**src/rtl/eag_pkg.sv**
```systemverilog
package eag_pkg;

  typedef enum logic [3:0] {
    AM_ZP   = 4'd0,
    AM_ZPX  = 4'd1,
    AM_ZPY  = 4'd2,
    AM_ABS  = 4'd3,
    AM_ABSX = 4'd4,
    AM_ABSY = 4'd5,
    AM_IND  = 4'd6,
    AM_IDX  = 4'd7,
    AM_IDY  = 4'd8,
    AM_REL  = 4'd9
  } am_e;

  typedef enum logic [2:0] {
    ST_IDLE,
    ST_F_LO,
    ST_F_HI,
    ST_G_OP1,
    ST_G_OP2,
    ST_P_LO,
    ST_P_HI,
    ST_G_PTR
  } st_e;

  localparam logic [3:0] AM_LAST = 4'd9;

  function automatic am_e decode_mode(input logic [3:0] code);
    return (code > AM_LAST) ? AM_ZP : am_e'(code);
  endfunction

  function automatic logic two_byte_operand(input am_e m);
    return (m == AM_ABS) || (m == AM_ABSX) || (m == AM_ABSY) || (m == AM_IND);
  endfunction

  function automatic logic zp_pointer_mode(input am_e m);
    return (m == AM_IDX) || (m == AM_IDY);
  endfunction

endpackage

```
**src/rtl/eag_index_add.sv**
```systemverilog
module eag_index_add #(
  parameter int DW = 8
) (
  input  logic [2*DW-1:0] base,
  input  logic [DW-1:0]   idx,
  input  logic            wrap_page,
  input  logic            signed_idx,
  output logic [2*DW-1:0] sum,
  output logic            crossed
);
  localparam int AW = 2 * DW;

  logic [AW-1:0] ext;
  logic [AW-1:0] full;

  always_comb begin
    ext  = signed_idx ? {{DW{idx[DW-1]}}, idx} : {{DW{1'b0}}, idx};
    full = base + ext;
    if (wrap_page) begin
      sum     = {base[AW-1:DW], full[DW-1:0]};
      crossed = 1'b0;
    end else begin
      sum     = full;
      crossed = (full[AW-1:DW] != base[AW-1:DW]);
    end
  end
endmodule

```
**src/rtl/eag_ptr_step.sv**
```systemverilog
module eag_ptr_step #(
  parameter int DW = 8
) (
  input  logic [2*DW-1:0] ptr,
  input  logic            in_zero_page,
  output logic [2*DW-1:0] ptr_nxt
);
  localparam int AW = 2 * DW;

  logic [DW-1:0] lo_inc;
  logic [AW-1:0] full_inc;

  always_comb begin
    lo_inc   = ptr[DW-1:0] + {{(DW-1){1'b0}}, 1'b1};
    full_inc = ptr + {{(AW-1){1'b0}}, 1'b1};
    ptr_nxt  = in_zero_page ? {{DW{1'b0}}, lo_inc} : full_inc;
  end
endmodule

```
**src/rtl/eff_addr_unit.sv**
```systemverilog
module eff_addr_unit #(
  parameter int DW = 8
) (
  input  logic            clk,
  input  logic            rst,
  input  logic            start,
  input  logic [3:0]      mode,
  input  logic [2*DW-1:0] pc_in,
  input  logic [DW-1:0]   x_in,
  input  logic [DW-1:0]   y_in,
  output logic            rd_en,
  output logic [2*DW-1:0] rd_addr,
  input  logic [DW-1:0]   rd_data,
  output logic            busy,
  output logic            done,
  output logic [2*DW-1:0] ea,
  output logic            page_cross,
  output logic [2*DW-1:0] pc_next
);
  import eag_pkg::*;

  localparam int AW = 2 * DW;
  localparam logic [AW-1:0] ONE = {{(AW-1){1'b0}}, 1'b1};

  st_e           st;
  am_e           mode_q;
  logic [DW-1:0] x_q, y_q, lo_q;
  logic [AW-1:0] pcr, ptr_q, ea_q;
  logic          ptr_zp, cross_q, done_q;

  logic [AW-1:0] add_base, add_sum, ptr_nxt;
  logic [DW-1:0] add_idx;
  logic          add_wrap, add_signed, add_cross;

  eag_index_add #(.DW(DW)) u_add (
    .base      (add_base),
    .idx       (add_idx),
    .wrap_page (add_wrap),
    .signed_idx(add_signed),
    .sum       (add_sum),
    .crossed   (add_cross)
  );

  eag_ptr_step #(.DW(DW)) u_step (
    .ptr         (ptr_q),
    .in_zero_page(ptr_zp),
    .ptr_nxt     (ptr_nxt)
  );

  // one shared adder, inputs chosen by phase
  always_comb begin
    add_base   = '0;
    add_idx    = '0;
    add_wrap   = 1'b0;
    add_signed = 1'b0;
    case (st)
      ST_G_OP1: begin
        if (mode_q == AM_REL) begin
          add_base   = pcr;
          add_idx    = rd_data;
          add_signed = 1'b1;
        end else begin
          add_base = {{DW{1'b0}}, rd_data};
          add_wrap = 1'b1;
          if (mode_q == AM_ZPX || mode_q == AM_IDX) add_idx = x_q;
          else if (mode_q == AM_ZPY)                add_idx = y_q;
        end
      end
      ST_G_OP2: begin
        add_base = {rd_data, lo_q};
        if (mode_q == AM_ABSX)      add_idx = x_q;
        else if (mode_q == AM_ABSY) add_idx = y_q;
      end
      ST_G_PTR: begin
        add_base = {rd_data, lo_q};
        if (mode_q == AM_IDY) add_idx = y_q;
      end
      default: ;
    endcase
  end

  // read port: one request per cycle, data returns next cycle
  always_comb begin
    rd_en   = 1'b0;
    rd_addr = '0;
    case (st)
      ST_F_LO, ST_F_HI: begin rd_en = 1'b1; rd_addr = pcr;     end
      ST_P_LO:          begin rd_en = 1'b1; rd_addr = ptr_q;   end
      ST_P_HI:          begin rd_en = 1'b1; rd_addr = ptr_nxt; end
      default: ;
    endcase
  end

  always_ff @(posedge clk) begin
    if (rst) begin
      st      <= ST_IDLE;
      mode_q  <= AM_ZP;
      x_q     <= '0;
      y_q     <= '0;
      lo_q    <= '0;
      pcr     <= '0;
      ptr_q   <= '0;
      ptr_zp  <= 1'b0;
      ea_q    <= '0;
      cross_q <= 1'b0;
      done_q  <= 1'b0;
    end else begin
      done_q <= 1'b0;
      case (st)
        ST_IDLE: begin
          if (start) begin
            mode_q  <= decode_mode(mode);
            x_q     <= x_in;
            y_q     <= y_in;
            pcr     <= pc_in;
            cross_q <= 1'b0;
            st      <= ST_F_LO;
          end
        end
        ST_F_LO: begin
          pcr <= pcr + ONE;
          st  <= two_byte_operand(mode_q) ? ST_F_HI : ST_G_OP1;
        end
        ST_F_HI: begin
          lo_q <= rd_data;
          pcr  <= pcr + ONE;
          st   <= ST_G_OP2;
        end
        ST_G_OP1: begin
          if (zp_pointer_mode(mode_q)) begin
            ptr_q  <= {{DW{1'b0}}, add_sum[DW-1:0]};
            ptr_zp <= 1'b1;
            st     <= ST_P_LO;
          end else begin
            ea_q    <= add_sum;
            cross_q <= add_cross && (mode_q != AM_REL);
            done_q  <= 1'b1;
            st      <= ST_IDLE;
          end
        end
        ST_G_OP2: begin
          if (mode_q == AM_IND) begin
            ptr_q  <= {rd_data, lo_q};
            ptr_zp <= 1'b0;
            st     <= ST_P_LO;
          end else begin
            ea_q    <= add_sum;
            cross_q <= add_cross;
            done_q  <= 1'b1;
            st      <= ST_IDLE;
          end
        end
        ST_P_LO: st <= ST_P_HI;
        ST_P_HI: begin
          lo_q <= rd_data;
          st   <= ST_G_PTR;
        end
        ST_G_PTR: begin
          ea_q    <= add_sum;
          cross_q <= add_cross;
          done_q  <= 1'b1;
          st      <= ST_IDLE;
        end
        default: st <= ST_IDLE;
      endcase
    end
  end

  assign busy       = (st != ST_IDLE);
  assign done       = done_q;
  assign ea         = ea_q;
  assign page_cross = cross_q;
  assign pc_next    = pcr;

  AST_DONE_PULSE: assert property (@(posedge clk) disable iff (rst)
    done |=> !done);
  AST_READ_WHILE_BUSY: assert property (@(posedge clk) disable iff (rst)
    rd_en |-> busy);
  AST_ZP_IN_PAGE: assert property (@(posedge clk) disable iff (rst)
    (done && (mode_q == AM_ZP || mode_q == AM_ZPX || mode_q == AM_ZPY))
      |-> (ea[AW-1:DW] == '0 && !page_cross));
  AST_CROSS_CLEARED: assert property (@(posedge clk) disable iff (rst)
    (!busy && start) |=> !page_cross);
  AST_RESULT_HELD: assert property (@(posedge clk) disable iff (rst)
    (!busy && !start) |=> ($stable(ea) && $stable(page_cross)));
  AST_START_IGNORED: assert property (@(posedge clk) disable iff (rst)
    (busy && start) |=> ($stable(mode_q) && $stable(x_q) && $stable(y_q)));
  AST_REL_NO_CROSS: assert property (@(posedge clk) disable iff (rst)
    (done && mode_q == AM_REL) |-> !page_cross);

endmodule

```
**config.mk**
```make
export PLATFORM = sky130hd
export DESIGN_NAME = eff_addr_unit
export DESIGN_NICKNAME = d
export VERILOG_FILES = /design/src/rtl/eag_pkg.sv /design/src/rtl/eag_index_add.sv /design/src/rtl/eag_ptr_step.sv /design/src/rtl/eff_addr_unit.sv
export SDC_FILE = /design/constraint.sdc
export NUM_CORES = 1
export LEC_CHECK = 0
export BUFFER_PORTS_ARGS = -buffer_cell sky130_fd_sc_hd__buf_2
export CAP_MARGIN = 20
export CORE_ASPECT_RATIO = 0.9
export CORE_MARGIN = 2
export CORE_UTILIZATION = 25
export CTS_CLUSTER_DIAMETER = 100
export DETAILED_ROUTE_END_ITERATION = 16
export SYNTH_ARGS = -nofsm -noshare
export SYNTH_HDL_FRONTEND = slang
export SYNTH_HIERARCHICAL = 1
export SYNTH_SLANG_ARGS = --single-unit
```
**constraint.sdc**
```tcl
create_clock -name clk -period 7 [get_ports clk]
set_input_delay 1.05 -clock clk [delete_from_list [all_inputs] [get_ports clk]]
set_output_delay 1.05 -clock clk [all_outputs]
set_load 0.02 [all_outputs]
```
==> results.md <==
* Outcome: finished, final reports clean
* Slowest CP cell: dfxtp_2
* Switching share of power at a little over a third
* Synth top cells by count: nand2_1, a21oi_1, dfxtp_1
* P_sw at 0.469 mW
* First-pass GRT wire length at 32,700 um
* Combinational share of power at between 20% and 30%
* Clock sink count at 82
* Warnings from Yosys at 6
* Die span in y at 152 um
* Initial Utilization at around a quarter
* R2R Path Start: st[2]
* Die area at approximately 0.026 mm2
* Final core occ at between 20% and 30%
* Mapped Cells at 809
* Vias in the first global route at roughly 5,800
* Flops & latches, synth at 82
* FF-to-FF End: ea[15]
* Nets at about 920
* Critical Path End: ea[15]
* Number of synthesized flops with an enable pin at 0
* Hold Startpoint: ea[14]
* Crit-path max cell delay at between 1000 and 1500 ps
* Top FF cell, synth: dfxtp_1
* Clock skew at approximately 11 ps
* Clock power share at approximately a third
* Reg2reg setup slack at around 2300 ps
* MaxCap Viol Count at 0
* Initial antenna violation count at 0
* N_diodes at 0
* H-tree depth at 3
* Lkg Pwr at ~2.6 nW
* DRT Wirelength at roughly 21,000 um
* Power Density at approximately 190 mW/mm2
* CP required at about 7200 ps
* Post-cts resize count at 0
* Area delta synth->final at 15.1%
* Distinct cell type count after synthesis at 76
* Worst slew margin at between 30 and 40%
* Largest net degree at the start of global routing at 59
* GPL Wtd Cong at roughly 0.92
* Synth Cell Area at between 0.006 and 0.007 mm2
* CTS buffer count at 9
* Via count at roughly 6,400
* Worst Setup SP: st[2]
* Max Clock Freq at roughly 210 MHz
* Rows at 54
* CTS tree: yes
* Hold Path Class: register to register
* Synth Net Count at 867
* Worst setup EP type: register
* Filler instances at around 2,600
* Chip width at between 150 and 200 um
* Slew @ Worst Pin at ~1000 ps
* Worst Path Max Fanout at 58
* Post-cts hold buffer count at 0
* Final ANT Viol Nets at 0
* Unrepaired setup endpoints after global routing: false
* Share of the synthesized area in the top cell type at 26.8%
* Setup_tns at 0 ps
* Share of cells above drive strength 1 at 18.2%
* I/O Buffers at 98
* Drt wl/cell at 17.9 um
* Worst VDD drop at between 0.1 and 0.15 mV
* Crit-path cells: and3b_1 > and2_1 > a22o_1 > a211o_1 > ha_1 > nand2_1 > a2111oi_0 > nor2_1 > a211oi_1 > a21oi_1 > a2111o_1 > nand2b_1 > mux2i_1
* Slew Viols, Final at 0
* Sequential power share at between 40% and 50%
* Dominant cells by area after synthesis: dfxtp_1, a21oi_1, nand2_1
* Gr usage total at 16.0%
* Hold Fails Final Rpt at 0
* Core ar. at between 0.02 and 0.025 mm2
* Fin crit share at roughly 67%
* Postcts setup bufs at 0
* Kind of critical path: register to register
* DRT iter0 DRCs at 591
* Seq/Total Area, Yosys at between 20% and 30%
* Internal at between 0.8 and 0.9 mW
* Syn Area/Cell at 7.57 um2
* I/O pin count at between 90 and 100
* Clock buffer depth at 2
* DRT Pass-1 Iters at 5
* DRC violations left at 0
* Cell with the most instances after synthesis: nand2_1
* Crit start category: register
* Ys async rst share at 0%
* Crit path DAT at around 5000 ps
* Clock Latency Late Sink at between 300 and 400 ps
* Setup Viol. Count Final at 0
* Post-DR vias/cell at about 5.4
* Grt ovf at 0
* FF-to-FF path depth at 13
* Root Buffer: clkbuf_16
* DP Wirelength at approximately 15,000 um
* Min Tclk post-route at about 4700 ps
* Post-synth top area cell: dfxtp_1
* Clk pin slew, worst setup/hold paths at 60 ps
-- sequential cells by signal, summed over array words and instances, names as in the netlist --
name,cells
done,1
ea,16
lo_q,8
mode_q,4
page_cross,1
pc_next,16
ptr_q,16
ptr_zp,1
st,3
x_q,8
y_q,8
-- power by group through the flow --
stage | Combinational (mW) | Clock (mW) | Sequential (mW)
6_report | 0.307 | 0.437 | 0.584
3_3_place_gp | 0.304 | 0 | 0.591
3_5_place_dp | 0.306 | 0 | 0.592
2_1_floorplan | 0.217 | 0 | 0.555
4_1_cts | 0.307 | 0.447 | 0.581
5_1_grt | 0.337 | 0.463 | 0.589
-- kinds of logic (layout without fill, tap and decap cells) --
group	after synthesis	count (layout)	synth area share, %
and+or+nand+nor	332	332	29.8
adders and majority gates	11	11	2.37
AOI/OAI and AO/OA	231	231	24.6
xor gates and xnor gates	24	24	3.56
buffers and inverters	90	145	6.26
muxes	39	39	6.62
DFF	82	82	26.8
-- how the worst min path moves through the flow --
| stage | endpoint | cells past startpoint |
|---|---|---|
| floorplan | x_q[0] | 2 |
| global placement | ea[1] | 2 |
| detailed placement | ea[5] | 2 |
| CTS | ea[0] | 2 |
| global route | ea[12] | 2 |
| finish | ea[14] | 2 |
-- final cells by class --
class	count	area, um2	share of cell area [%]
multi-input combinational	637	4110	58.3
sequential	82	1640	23.3
timing repair buffer	107	558	7.92
tap	308	385	5.47
clock buffer	11	243	3.44
inverter	24	90.1	1.28
clock inverter	3	17.5	0.249
-- critical path: cells and delay by family, from the launching register on --
kind | cells | cell delay, ps
AND/OR/NAND/NOR | 5 | 1020
flip-flops | 1 | 1010
multiplexers | 1 | 60
adder cells (fa/ha/maj) | 1 | 390
AO/OA/AOI/OAI | 6 | 2050
-- cells in the final DEF (no fill, tap or decap), types with 17 or more instances in the layout --
| cell | count |
|---|---|
| o21ai_0 | 29 |
| buf_2 | 98 |
| o22ai_1 | 20 |
| nor2b_1 | 20 |
| inv_1 | 24 |
| nor2_1 | 32 |
| nand2_1 | 93 |
| nand4_1 | 18 |
| a22o_1 | 17 |
| mux2i_1 | 27 |
| dfxtp_1 | 81 |
| nor3_1 | 26 |
| nand3_1 | 24 |
| nand2b_1 | 38 |
| a21oi_1 | 86 |
-- per-stage QoR --
| step | total power [mW] | setup WS, ps | hold WS (ps) | std cells | instance area [um2] |
|---|---|---|---|---|---|
| final | 1.33 | 2340 | 468 | 1172 | 7050 |
| after floorplan | 0.771 | 3440 | 445 | 809 | 6120 |
| after global routing | 1.39 | 1990 | 490 | 1172 | 7050 |
| after CTS | 1.34 | 2400 | 471 | 1170 | 7030 |
| after global placement | 0.895 | 2590 | 458 | 1156 | 6770 |
| after detailed placement | 0.898 | 2410 | 459 | 1156 | 6770 |
-- routing by layer --
metal | GRT usage, % | share of wire [%] | vias to the layer above
li1 | - | - | 3081
met1 | 23.5 | 47 | 3015
met2 | 23.9 | 43 | 250
met3 | 2.55 | 7.0 | 32
met4 | 5.13 | 2.3 | 0
met5 | 0 | 0 | -
Note: power is estimated with default switching activity, not from simulation.
